[config.mk]
export PLATFORM = sky130hd
export DESIGN_NAME = sc_edge_demod
export DESIGN_NICKNAME = d
export VERILOG_FILES = /design/src/rtl/sc_demod_pkg.sv /design/src/rtl/sc_win_timer.sv /design/src/rtl/sc_edge_count.sv /design/src/rtl/sc_edge_demod.sv
export SDC_FILE = /design/constraint.sdc
export NUM_CORES = 1
export LEC_CHECK = 0
export ABC_AREA = 1
export BUFFER_PORTS_ARGS = -buffer_cell sky130_fd_sc_hd__buf_4
export CAP_MARGIN = 20
export CORE_ASPECT_RATIO = 1.4
export CORE_MARGIN = 1.5
export CORE_UTILIZATION = 30
export CTS_CLUSTER_DIAMETER = 120
export CTS_CLUSTER_SIZE = 12
export DETAILED_ROUTE_END_ITERATION = 8
export PLACE_DENSITY_LB_ADDON = 0.05
export SLEW_MARGIN = 10
export SYNTH_ARGS = -nofsm -noshare
export SYNTH_HDL_FRONTEND = slang
export SYNTH_SLANG_ARGS = --single-unit
[constraint.sdc]
create_clock -name clk_i -period 2.7 [get_ports clk_i]
set_clock_uncertainty 0.05 [all_clocks]
set_input_delay 0 -clock clk_i [delete_from_list [all_inputs] [get_ports clk_i]]
set_output_delay 0 -clock clk_i [all_outputs]
set_load 0.02 [all_outputs]
[src/rtl/sc_demod_pkg.sv]
`timescale 1ns/1ps
package sc_demod_pkg;
  typedef enum logic [1:0] {
    ST_IDLE = 2'd0,
    ST_OFS  = 2'd1,
    ST_WIN  = 2'd2
  } rx_state_e;
endpackage

[src/rtl/sc_win_timer.sv]
`timescale 1ns/1ps
module sc_win_timer #(
  parameter int unsigned OFS_TICKS = 490,
  parameter int unsigned WIN_TICKS = 150,
  localparam int unsigned TW = $clog2(((OFS_TICKS > WIN_TICKS) ? OFS_TICKS : WIN_TICKS) + 1)
) (
  input  logic clk_i,
  input  logic rst_ni,
  input  logic clr_i,
  input  logic run_i,
  input  logic tick_i,
  output logic in_win_o,
  output logic ofs_end_o,
  output logic win_end_o
);
  localparam logic [TW-1:0] OFS_LAST = TW'(OFS_TICKS - 1);
  localparam logic [TW-1:0] WIN_LAST = TW'(WIN_TICKS - 1);

  logic [TW-1:0] cnt_q;
  logic          in_win_q;

  always_ff @(posedge clk_i or negedge rst_ni) begin
    if (!rst_ni) begin
      cnt_q    <= '0;
      in_win_q <= 1'b0;
    end else if (clr_i || !run_i) begin
      cnt_q    <= '0;
      in_win_q <= 1'b0;
    end else if (tick_i) begin
      if (!in_win_q) begin
        if (cnt_q == OFS_LAST) begin
          cnt_q    <= '0;
          in_win_q <= 1'b1;
        end else begin
          cnt_q <= cnt_q + 1'b1;
        end
      end else if (cnt_q == WIN_LAST) begin
        cnt_q <= '0;
      end else begin
        cnt_q <= cnt_q + 1'b1;
      end
    end
  end

  assign in_win_o  = in_win_q;
  assign ofs_end_o = run_i && !clr_i && tick_i && !in_win_q && (cnt_q == OFS_LAST);
  assign win_end_o = run_i && !clr_i && tick_i &&  in_win_q && (cnt_q == WIN_LAST);
endmodule

[src/rtl/sc_edge_count.sv]
`timescale 1ns/1ps
module sc_edge_count #(
  parameter int unsigned CNT_W = 7
) (
  input  logic             clk_i,
  input  logic             rst_ni,
  input  logic             clr_i,
  input  logic             tick_i,
  input  logic             rx_i,
  input  logic             en_i,
  input  logic             win_end_i,
  output logic [CNT_W-1:0] cnt_nx_o
);
  localparam logic [CNT_W-1:0] CNT_MAX = '1;

  logic             prev_q;
  logic [CNT_W-1:0] cnt_q;
  logic             bump;

  // level change seen on this tick, counted only inside a window and below the ceiling
  assign bump     = tick_i && en_i && (rx_i != prev_q) && (cnt_q != CNT_MAX);
  assign cnt_nx_o = bump ? cnt_q + 1'b1 : cnt_q;

  always_ff @(posedge clk_i or negedge rst_ni) begin
    if (!rst_ni) begin
      prev_q <= 1'b0;
      cnt_q  <= '0;
    end else if (clr_i) begin
      prev_q <= 1'b0;
      cnt_q  <= '0;
    end else begin
      if (tick_i) prev_q <= rx_i;
      if (win_end_i) cnt_q <= '0;
      else           cnt_q <= cnt_nx_o;
    end
  end
endmodule

[src/rtl/sc_edge_demod.sv]
`timescale 1ns/1ps
module sc_edge_demod
  import sc_demod_pkg::*;
#(
  parameter int unsigned OFS_TICKS   = 490,
  parameter int unsigned WIN_TICKS   = 150,
  parameter int unsigned MAX_BITS    = 32,
  parameter int unsigned ACK_WINDOWS = 80,
  parameter int unsigned LO_EDGES    = 20,
  parameter int unsigned HI_EDGES    = 60,
  parameter int unsigned CNT_W       = 7,
  localparam int unsigned NB_W  = $clog2(MAX_BITS + 1),
  localparam int unsigned IDX_W = $clog2(((ACK_WINDOWS > MAX_BITS) ? ACK_WINDOWS : MAX_BITS) + 1)
) (
  input  logic                clk_i,
  input  logic                rst_ni,
  input  logic                tick_i,
  input  logic                start_i,
  input  logic                ack_mode_i,
  input  logic [NB_W-1:0]     nbits_i,
  input  logic [MAX_BITS-1:0] key_i,
  input  logic                rx_i,
  output logic                busy_o,
  output logic                done_o,
  output logic [MAX_BITS-1:0] data_o,
  output logic                ack_hit_o,
  output logic                ack_miss_o,
  output logic [IDX_W-1:0]    ack_periods_o
);
  localparam logic [CNT_W-1:0] LO_C     = CNT_W'(LO_EDGES);
  localparam logic [CNT_W-1:0] HI_C     = CNT_W'(HI_EDGES);
  localparam logic [IDX_W-1:0] ACK_LAST = IDX_W'(ACK_WINDOWS - 1);

  rx_state_e           state_q;
  logic [MAX_BITS-1:0] data_q;
  logic [IDX_W-1:0]    n_q, idx_q, periods_q;
  logic                ack_q, hit_q, miss_q, done_q;

  logic                in_win, ofs_end, win_end, run, is_one;
  logic [CNT_W-1:0]    cnt_nx;
  logic [IDX_W-1:0]    n_clamp;
  logic [MAX_BITS-1:0] bit_sel;

  function automatic logic [MAX_BITS-1:0] low_mask(input logic [IDX_W-1:0] n);
    logic [MAX_BITS-1:0] m;
    for (int i = 0; i < MAX_BITS; i++) m[i] = (IDX_W'(i) < n);
    return m;
  endfunction

  assign run     = (state_q != ST_IDLE);
  assign n_clamp = (nbits_i > NB_W'(MAX_BITS)) ? IDX_W'(MAX_BITS) : IDX_W'(nbits_i);
  assign is_one  = (cnt_nx > LO_C) && (cnt_nx < HI_C);
  assign bit_sel = MAX_BITS'(1) << idx_q;

  sc_win_timer #(
    .OFS_TICKS(OFS_TICKS),
    .WIN_TICKS(WIN_TICKS)
  ) u_timer (
    .clk_i    (clk_i),
    .rst_ni   (rst_ni),
    .clr_i    (start_i),
    .run_i    (run),
    .tick_i   (tick_i),
    .in_win_o (in_win),
    .ofs_end_o(ofs_end),
    .win_end_o(win_end)
  );

  sc_edge_count #(
    .CNT_W(CNT_W)
  ) u_count (
    .clk_i    (clk_i),
    .rst_ni   (rst_ni),
    .clr_i    (start_i),
    .tick_i   (tick_i),
    .rx_i     (rx_i),
    .en_i     (in_win),
    .win_end_i(win_end),
    .cnt_nx_o (cnt_nx)
  );

  always_ff @(posedge clk_i or negedge rst_ni) begin
    if (!rst_ni) begin
      state_q   <= ST_IDLE;
      data_q    <= '0;
      n_q       <= '0;
      idx_q     <= '0;
      periods_q <= '0;
      ack_q     <= 1'b0;
      hit_q     <= 1'b0;
      miss_q    <= 1'b0;
      done_q    <= 1'b0;
    end else begin
      done_q <= 1'b0;
      if (start_i) begin
        state_q   <= ST_OFS;
        data_q    <= ack_mode_i ? '0 : (key_i & low_mask(n_clamp));
        n_q       <= n_clamp;
        idx_q     <= '0;
        periods_q <= '0;
        ack_q     <= ack_mode_i;
        hit_q     <= 1'b0;
        miss_q    <= 1'b0;
      end else begin
        unique case (state_q)
          ST_OFS: if (ofs_end) begin
            if (!ack_q && n_q == '0) begin
              state_q <= ST_IDLE;
              done_q  <= 1'b1;
            end else begin
              state_q <= ST_WIN;
            end
          end
          ST_WIN: if (win_end) begin
            idx_q <= idx_q + 1'b1;
            if (ack_q) begin
              if (is_one) begin
                hit_q     <= 1'b1;
                periods_q <= idx_q + 1'b1;
                state_q   <= ST_IDLE;
                done_q    <= 1'b1;
              end else if (idx_q == ACK_LAST) begin
                miss_q  <= 1'b1;
                state_q <= ST_IDLE;
                done_q  <= 1'b1;
              end
            end else begin
              if (is_one) data_q <= data_q ^ bit_sel;
              if (idx_q == n_q - 1'b1) begin
                state_q <= ST_IDLE;
                done_q  <= 1'b1;
              end
            end
          end
          default: ;
        endcase
      end
    end
  end

  assign busy_o        = run;
  assign done_o        = done_q;
  assign data_o        = data_q;
  assign ack_hit_o     = hit_q;
  assign ack_miss_o    = miss_q;
  assign ack_periods_o = periods_q;
endmodule

* Word level (Yosys, flattened, before mapping)
Cells that the tools add are included.
W data, S select, Z words.
** Word-level totals
- Flip-flop bits (word level) :: 77
- Output and inout bits :: 43
- Logic and storage cells :: 158
** Operators by class
- Add/subtract/negate cells :: 4
- $lt $le $gt $ge :: 35
- Equality and inequality tests :: 14
- Shift operators :: 1
- Mux-type cells :: 58
- Bitwise gates (word level) :: 2
- Reductions and logical operators :: 31
** Operator list (number)
- $mux W32 :: 6
- $lt A5 B6 Y1 const A :: 16
- $mux W7 :: 11
- $lt A4 B6 Y1 const A :: 8
- $mux W9 :: 5
- $and A32 B32 Y32 :: 1
- $shl A1 B7 Y32 const A :: 1
- $xor A32 B32 Y32 :: 1
- $mux W1 :: 25
- $lt A3 B6 Y1 const A :: 4
- $mux W2 :: 8
- $reduce_bool A2 Y1 :: 8
- $add A7 B1 Y7 const B :: 2
- $lt A1 B6 Y1 const A :: 2
- $lt A2 B6 Y1 const A :: 2
- $logic_and A1 B1 Y1 :: 11
- $reduce_and A5 Y1 :: 2
- $add A9 B1 Y9 const B :: 1
- $eq A9 B8 Y1 const B :: 1
- $eq A9 B9 Y1 const B :: 1
- $reduce_and A4 Y1 :: 2
- $eq A7 B7 Y1 :: 1
- $eq A7 B7 Y1 const B :: 1
- $gt A7 B5 Y1 const B :: 1
- 20 further kinds :: 24

* Logic depth before layout (Yosys ltp)
Gate-level depths: netlist of run 1.
- Depth after elaboration :: 11
- Gate-level depth with buffers :: 16
- Depth with buffers taken out :: 16

* Modules after synthesis
A second synthesis of run 1 with hierarchy kept.
** Second synthesis, totals
- Cell total of the unflattened synthesis :: 754
- Area total of the unflattened synthesis :: 5216.3 sq um
** By module, submodules not included
- sc_edge_demod :: instances 1, cells an instance 571, area each 3990.1 sq um, seq. area each 1451.4 sq um
- sc_win_timer :: instances 1, cells an instance 105, area each 693.2 sq um, seq. area each 250.2 sq um
- sc_edge_count :: instances 1, cells an instance 78, area each 533.0 sq um, seq. area each 200.2 sq um

* Worst setup path after synthesis of run 1
Ideal clock, no wire load.
- Kind :: reg2reg
- Start :: register u_count.cnt_q[0]
- End :: register data_q[3] (netlist: data_o[3])
- Arrival time :: 1.850 ns
- Data required time :: 2.521 ns
- Slack :: 0.670 ns
- Cell stages (with the launch flop) :: 17
- Path buffers :: 1
- Period minus slack after synthesis :: 2.030 ns
- Cells stage by stage :: dfrtp_1 ha_1 nand2_2 nor2_4 nand2_2 nand2_4 nand2_2 nand2_1 nand2_1 nor2_1 nor2_2 nand3_2 nand2_4 nand3_4 buf_6 nand2_1 o21ai_0
** On the way
- Longest elaborated chain between the ends :: 7
** Ends and longest elaborated chain
- start, declared :: line sc_edge_count.sv:17 : logic [CNT_W-1:0] cnt_q;
- start signal, assigned :: line sc_edge_count.sv:34 : else cnt_q <= cnt_nx_o;
- branches (longest 2 deep; another with $add A7 B1 Y7)
- $mux W7 (*) :: line sc_edge_count.sv:22 : assign cnt_nx_o = bump ? cnt_q + 1'b1 : cnt_q;
- $gt A7 B5 Y1 or $lt A7 B6 Y1 (tied branches) :: line sc_edge_demod.sv:52 : assign is_one = (cnt_nx > LO_C) && (cnt_nx < HI_C);
- $logic_and A1 B1 Y1 (*) :: line sc_edge_demod.sv:52
- $reduce_bool A2 Y1 (no source line) (*)
- $reduce_and A4 Y1 (no source line) (*)
- end signal, assigned :: line sc_edge_demod.sv:97 : data_q <= ack_mode_i ? '0 : (key_i & low_mask(n_clamp));
- end signal, assigned :: line sc_edge_demod.sv:128 : if (is_one) data_q <= data_q ^ bit_sel;
- end, declared :: line sc_edge_demod.sv:35 : logic [MAX_BITS-1:0] data_q;
Mark *: on every way between the ends.
A chain may end at the register's enable or synchronous reset.

* Worst setup path in the final report of run 1
- Start :: register idx_q[2]
- End :: register data_q[31] (netlist: data_o[31])
** On the way
- Longest elaborated chain between the ends :: 7
** Ends and longest elaborated chain
- start, declared :: line sc_edge_demod.sv:36 : logic [IDX_W-1:0] n_q, idx_q, periods_q;
- start signal, assigned :: line sc_edge_demod.sv:115 : idx_q <= idx_q + 1'b1;
- $shl A1 B7 Y32 :: line sc_edge_demod.sv:53 : assign bit_sel = MAX_BITS'(1) << idx_q;
- $xor A32 B32 Y32 :: line sc_edge_demod.sv:128
- $mux W32 :: line sc_edge_demod.sv:128
- $mux W32 :: line sc_edge_demod.sv:116 : if (ack_q) begin
- $mux W32 :: line sc_edge_demod.sv:114 : ST_WIN: if (win_end) begin
- $mux W32 :: line sc_edge_demod.sv:105 : unique case (state_q)
- $mux W32 :: line sc_edge_demod.sv:95 : if (start_i) begin
No other way between the ends. The select of a mux whose other input is x is not followed.

==> metrics.cfg, run 1 <==
[run]
cap_violations = 0

[sta]
maxSlewHeadroom_pct = 55.0
drv_slew = 0
fmax_mhz = 420
grt_setup_unrepaired = false
post-route-min-period_ns = 2.38
tns_ns = 0
min_period_over_period_pct = 88.1
whs_ns = 0.0151
fin_ws_ns = 0.321
setup_violations = 0
hold_viol_final = 0
worstMarginPinSlew_ns = 0.670

[worst_hold_path]
hold_start = key_i[5]
hold_end = data_o[5]
whs_path_depth = 5
hold_path_class = input pin to flip-flop

[die]
die_width_um = 114
ios = 87
initial_utilization_pct = 30.6
dieArea_sq_mm = 0.0179
row_count = 56
core_sq_mm = 0.0167
dieHeight_um = 158

[synthesis]
synth_area_leaders = dfrtp_1 (37%), nand2_1 (11%), inv_1 (8.0%)
yosysWarnings = 0
yosysUniqueCellTypes = 34
postSynthCellCount = 716
synth_fp_nets = 768
avgSynthCellArea_sq_um = 7.17
synth-seq-cells = 76
yosysSeqAreaShare_pct = 37.1
synth_top_area_share_pct = 37.1
syn-cell-area_sq_mm = 0.00513
yosysTopAreaCell = dfrtp_1

[global_routing]
grt_max_degree = 77
grt_pass1_vias = 4971
grt_pass1_wl_mm = 26.1
antenna_found_initial = 0
grt_overflow = 0
grt_usage_pct = 18.9

[critical_path]
rrSetupSlack_ns = 0.32
worstSetupPathType = flip-flop to flip-flop
cp-end-kind = flip-flop
worstPathRequired_ns = 2.93
r2r-start = idx_q[2]
timing.rr.end = data_o[31]
start_kind = flip-flop
crit_fanout = 10
worstPathArrival_ns = 2.61
reg2reg_depth = 11

[detailed_routing]
dr_total_vias = 5026
antenna_left = 0
drt_wl_total_mm = 16.2
drt_pre_antenna_iters = 5
drc = 0
avgViaCountPerCell = 4.84
drt-initial-drc-count = 189
avgRoutedWirePerCell_um = 15.6

[pwr]
p_leak_nw = 2.98
max-vdd-ir-drop_mv = 0.228
power.density_mw_per_mm2 = 532

[layout]
diodes = 0
nFillCells = 1764
area_growth_pct = 27.9
fin_nets = 882
drive_gt1_share_pct = 18.7

[place]
place_ws_ns = 0.415
dp_hpwl_mm = 12.2
place_congestion = 0.895
port_buffers = 86

[clock_network]
cts_tree = done
cts.sinks = 76
cts_resized = 0
cts_htree_levels = 3
clk_latency_ns = 0.35
cts_root_buf = clkbuf_16
clockBufferDepth = 2
cts_buffers = 9
cts.clk_slew.worst_paths_ns = 0.06

[status]
run_status = finished clean

## cell type report
type / instances / area [sq um] / area share, %
clock buffer: 14 / 284 / 4.33
clock inverter: 2 / 16.3 / 0.248
inverter: 110 / 413 / 6.29
multi-input combinational: 510 / 2680 / 40.9
sequential: 76 / 1900 / 29.0
tap: 203 / 254 / 3.87
timing repair buffer: 123 / 1010 / 15.4
## sequential cells by signal, summed over array words and instances (netlist names)
signal / cells
ack_q: 1
u_count.prev_q: 1
state_q: 2
n_q: 6
data_o: 32
idx_q: 7
ack_periods_o: 7
u_timer.cnt_q: 9
ack_miss_o: 1
done_o: 1
u_timer.in_win_o: 1
ack_hit_o: 1
u_count.cnt_q: 7
## synth_stat cells
cell type  count
o22ai_1        9
xnor2_1       20
nand4_1       10
nand3_4        2
o21ai_0       52
a22o_1         4
o21ai_1       14
or2_2          2
o21ai_2       20
nand3_2        1
nand2_1      157
ha_1           8
dfrtp_1       76
nor4_1         3
a21oi_1       23
nor2_4         2
nand2_4        2
xor2_1        11
a32o_1         6
nand2_2        6
buf_6          8
o31ai_1        2
nor2_2         6
o32ai_1        2
a32oi_1        1
o211ai_1       5
nand3_1       41
nor3_1        15
clkbuf_1      12
nor2_1        83
clkinv_1       1
inv_1        109
and3_1         2
a22oi_1        1
## worst max-delay path: stages, from the launching register on
cell,delay [ns]
dfrtp_1,0.51
nand2_1,0.13
nor2_1,0.14
nand2_1,0.11
nor2_1,0.17
nand2_1,0.17
xnor2_1,0.17
nand2_1,0.06
o31ai_1,0.07
dlygate4sd3_1,0.57
inv_1,0.05
o21ai_2,0.11
## worst max path at each step
stage | from | end | slack, ns | cells past startpoint
global route | idx_q[2] | data_o[31] | 0.12 | 11
floorplan | u_count.cnt_q[0] | data_o[3] | 0.67 | 16
finish | idx_q[2] | data_o[31] | 0.32 | 11
detailed placement | u_count.cnt_q[0] | data_o[19] | 0.42 | 16
global placement | u_count.cnt_q[0] | data_o[15] | 0.46 | 16
CTS | idx_q[2] | data_o[31] | 0.31 | 11
## kinds of logic after synthesis
family,count (synthesis),share of synthesized area (%)
fa+ha+maj,8,1.95
flops,76,37.1
simple gates,332,28.3
buf+inv,130,10.7
xor+xnor,31,5.29
compound gates,139,16.7
## placed cells by master, fill, tap and decap left out, types with 2 or more instances in the layout
cell type,synthesis,final
a21oi_1,23,23
nor2_1,83,83
o32ai_1,2,2
or2_2,2,2
xor2_1,11,11
inv_1,109,109
nand2_1,157,157
nor2_2,6,6
a22o_1,4,4
nor4_1,3,3
o211ai_1,5,5
nand3_4,2,2
o31ai_1,2,2
clkbuf_16,0,9
o21ai_0,52,52
nand4_1,10,10
xnor2_1,20,20
nand2_2,6,6
nor2_4,2,2
nand2_4,2,2
buf_4,0,98
a32o_1,6,6
dlygate4sd3_1,0,23
nand3_1,41,41
nor3_1,15,15
o21ai_1,14,14
ha_1,8,8
o21ai_2,20,20
clkbuf_8,0,4
and3_1,2,2
o22ai_1,9,9
dfrtp_1,76,76
## per-stage QoR
stage               std cells  cell area (sq um)  power [mW]  utilization [%]
CTS                      1037               6540        3.54             39.0
floorplan                 716               5130        1.90                -
global route             1038               6570        3.70             39.2
detailed placement        998               6010        2.26             35.9
global placement          998               6010        2.25             35.9
finish                   1038               6570        3.49             39.2
## routing by layer
metal	global-route usage [%]	routed length [um]	up-vias
li1	-	-	2541
met1	21.6	6580	2366
met2	35.1	8670	99
met3	2.68	502	20
met4	7.92	419	0
met5	0	0	-
## power breakdown
part	internal (mW)	switching, mW	leakage (nW)
Clock	0.726	0.507	0.145
Combinational	0.383	0.502	1.82
Sequential	1.25	0.125	1.02
## repair_timing
| item | CTS | global route |
|---|---|---|
| setup buffers | 0 | 0 |
| hold buffers | 23 | 0 |
| endpoints found under the hold margin | 95 | 0 |
No activity file was read; power rests on OpenSTA's default activity.
==> run 2: changes to the inputs <==
CORE_ASPECT_RATIO = 1.2   (was 1.4)
REMOVE_ABC_BUFFERS = 1   (was unset)
==> metrics.cfg, run 2 (synthesis gave the netlist of run 1 again) <==
[clock_network]
clockBufferDepth = 2  ; unchanged
cts_resized = 0  ; unchanged
cts_htree_levels = 3  ; unchanged
cts_tree = done
clk_latency_ns = 0.35  ; about the same
post_cts_buffers = 0  ; unchanged
cts.clk_slew.worst_paths_ns = 0.06  ; about the same
cts.sinks = 76  ; unchanged
cts_buffers = 9  ; unchanged
ctsHoldBuffers = 27  ; +17%
cts_root_buf = clkbuf_16

[layout]
largest_reg_flops = 32  ; unchanged
area_growth_pct = 28.8
diodes = 0  ; unchanged
layout_common_cells = nand2_1 (157), inv_1 (109), buf_4 (96)
multi_input_area_sq_mm = 0.00268  ; unchanged
finalInstanceArea_sq_mm = 0.00661  ; +0.69%
fin_cells = 1053  ; +1.4%
nFillCells = 1818  ; +3.1%
fin_nets = 884  ; +0.23%
drive_gt1_share_pct = 18.5  ; -0.16 points
final_common_cell = nand2_1
register_area_sq_mm = 0.00190  ; unchanged

[die]
core_sq_mm = 0.0168  ; +0.24%
initial_utilization_pct = 30.6  ; -0.073 points
die_width_um = 122  ; +7.8%
row_count = 52  ; -7.1%
ios = 87  ; unchanged
dieArea_sq_mm = 0.0179  ; about the same
dieHeight_um = 146  ; -7.3%

[global_routing]
grt_pass1_vias = 4893  ; -1.6%
grt_pass1_wl_mm = 25.5  ; -2.4%
antenna_found_initial = 0  ; unchanged
grt_usage_pct = 18.4  ; -0.56 points
grt_overflow = 0  ; unchanged
grt_max_degree = 77  ; unchanged

[detailed_routing]
avgViaCountPerCell = 4.69  ; -3.1%
drt-initial-drc-count = 270  ; +43%
drt_wl_total_mm = 15.6  ; -3.6%
drt_pre_antenna_iters = 4  ; -1
drc = 0  ; unchanged
avgRoutedWirePerCell_um = 14.8  ; -5.0%
dr_total_vias = 4939  ; -1.7%
antenna_left = 0  ; unchanged

[critical_path]
path_delay_family = simple AND/OR/NAND/NOR gates
worstPathRequired_ns = 2.86  ; -0.07 ns
slowest_delay_ns = 0.39  ; -0.18 ns
startpoint = u_count.cnt_q[0]
crit_fanout = 64  ; +54
cp-end-kind = flip-flop
cpMostUsedCell = nand2_1
start_kind = flip-flop
r2r-start = u_count.cnt_q[0]
worstSetupPathType = flip-flop to flip-flop
worstPathArrival_ns = 2.52  ; -0.09 ns
worst-path-buf-inv = 1  ; -1
crit_path_top_delay_cell = dfrtp_1
worstPathCellList = ha_1 > nand2_2 > nor2_4 > nand2_2 > nand2_4 > nand2_1 > nand2_1 > nand2_1 > nor2_1 > nand2_1 > nand3_2 > nand2_4 > nand3_4 > buf_12 > o21ai_0

[pwr]
power.density_mw_per_mm2 = 536  ; +0.78%
max-vdd-ir-drop_mv = 0.287  ; +26%
p_leak_nw = 2.99  ; +0.22%
finalPower_mw = 3.54  ; +1.5%

[worst_hold_path]
hold_path_class = input pin to flip-flop
hold_start = key_i[18]

[sta]
maxSlewHeadroom_pct = 55.8  ; +0.82 points
fmax_mhz = 424  ; +0.85%
post-route-min-period_ns = 2.36  ; -0.0200 ns
worstMarginPinSlew_ns = 0.657  ; -0.0121 ns
setup_violations = 0  ; unchanged
drv_slew = 0  ; unchanged
min_period_over_period_pct = 87.4  ; -0.74 points
hold_viol_final = 0  ; unchanged
tns_ns = 0  ; unchanged
grt_setup_unrepaired = false

[place]
port_buffers = 86  ; unchanged
place_congestion = 0.860  ; -3.9%
placed_cell_area_sq_mm = 0.00601  ; about the same
dp_hpwl_mm = 11.6  ; -5.1%
place_inst = 1009  ; +1.1%

[run]
cap_violations = 0  ; unchanged

[status]
run_status = finished clean

## run 2: cell types whose count changed in the layout (fill, tap and decap cells not counted), sizes merged
cell | before | now
dlygate4sd3 | 23 | 27
clkbuf | 14 | 11
buf | 100 | 98
bufinv | 0 | 1
clkinvlp | 1 | 2
inv | 109 | 110
## run 2: final cells by class
class	instances	area share, %
Clock inverter	5	0.890
Inverter	110	6.25
Sequential cell	76	28.8
Multi-Input combinational cell	510	40.6
Clock buffer	11	3.82
Timing Repair Buffer	125	15.6
Tap cell	216	4.09
## run 2: final timing paths
check | end | slack [ns] | cells after the start
worst max-delay path | data_o[3] | 0.34 | 15
worst min-delay path | data_o[18] | 0.02 | 4
worst min register to register | ack_periods_o[3] | 0.44 | 2
worst max register to register | data_o[3] | 0.34 | 15
min in group asynchronous | u_count.cnt_q[2] | 0.13 | 2
max in group asynchronous | u_timer.cnt_q[1] | 1.86 | 3
## run 2: per-layer routing
metal	wire length, um	GRT usage [%]
met4	232	5.64
met1	6920	22.8
met2	7930	32.3
met3	507	2.85
met5	0	0
## run 2: metrics by stage
stage	setup WS, ns	hold WS (ns)	utilization, %
detailed placement	0.357	0.219	35.8
global placement	0.419	0.219	35.8
global route	0.0984	0.0203	39.4
finish	0.341	0.0170	39.4
CTS	0.338	0.000000250	39.3
floorplan	0.318	-0.346	-
## run 2: worst min-delay path: cells and delay by family
kind            cells  cell delay (ns)
compound gates      2             0.25
buf+inv             2             0.13
## run 2: where the power goes
group	switching, mW	leakage, nW	total (mW)	internal [mW]
combinational	0.495	1.82	0.878	0.383
clock	0.523	0.148	1.29	0.769
sequential	0.124	1.02	1.37	1.25
total	1.14	2.99	3.54	2.40
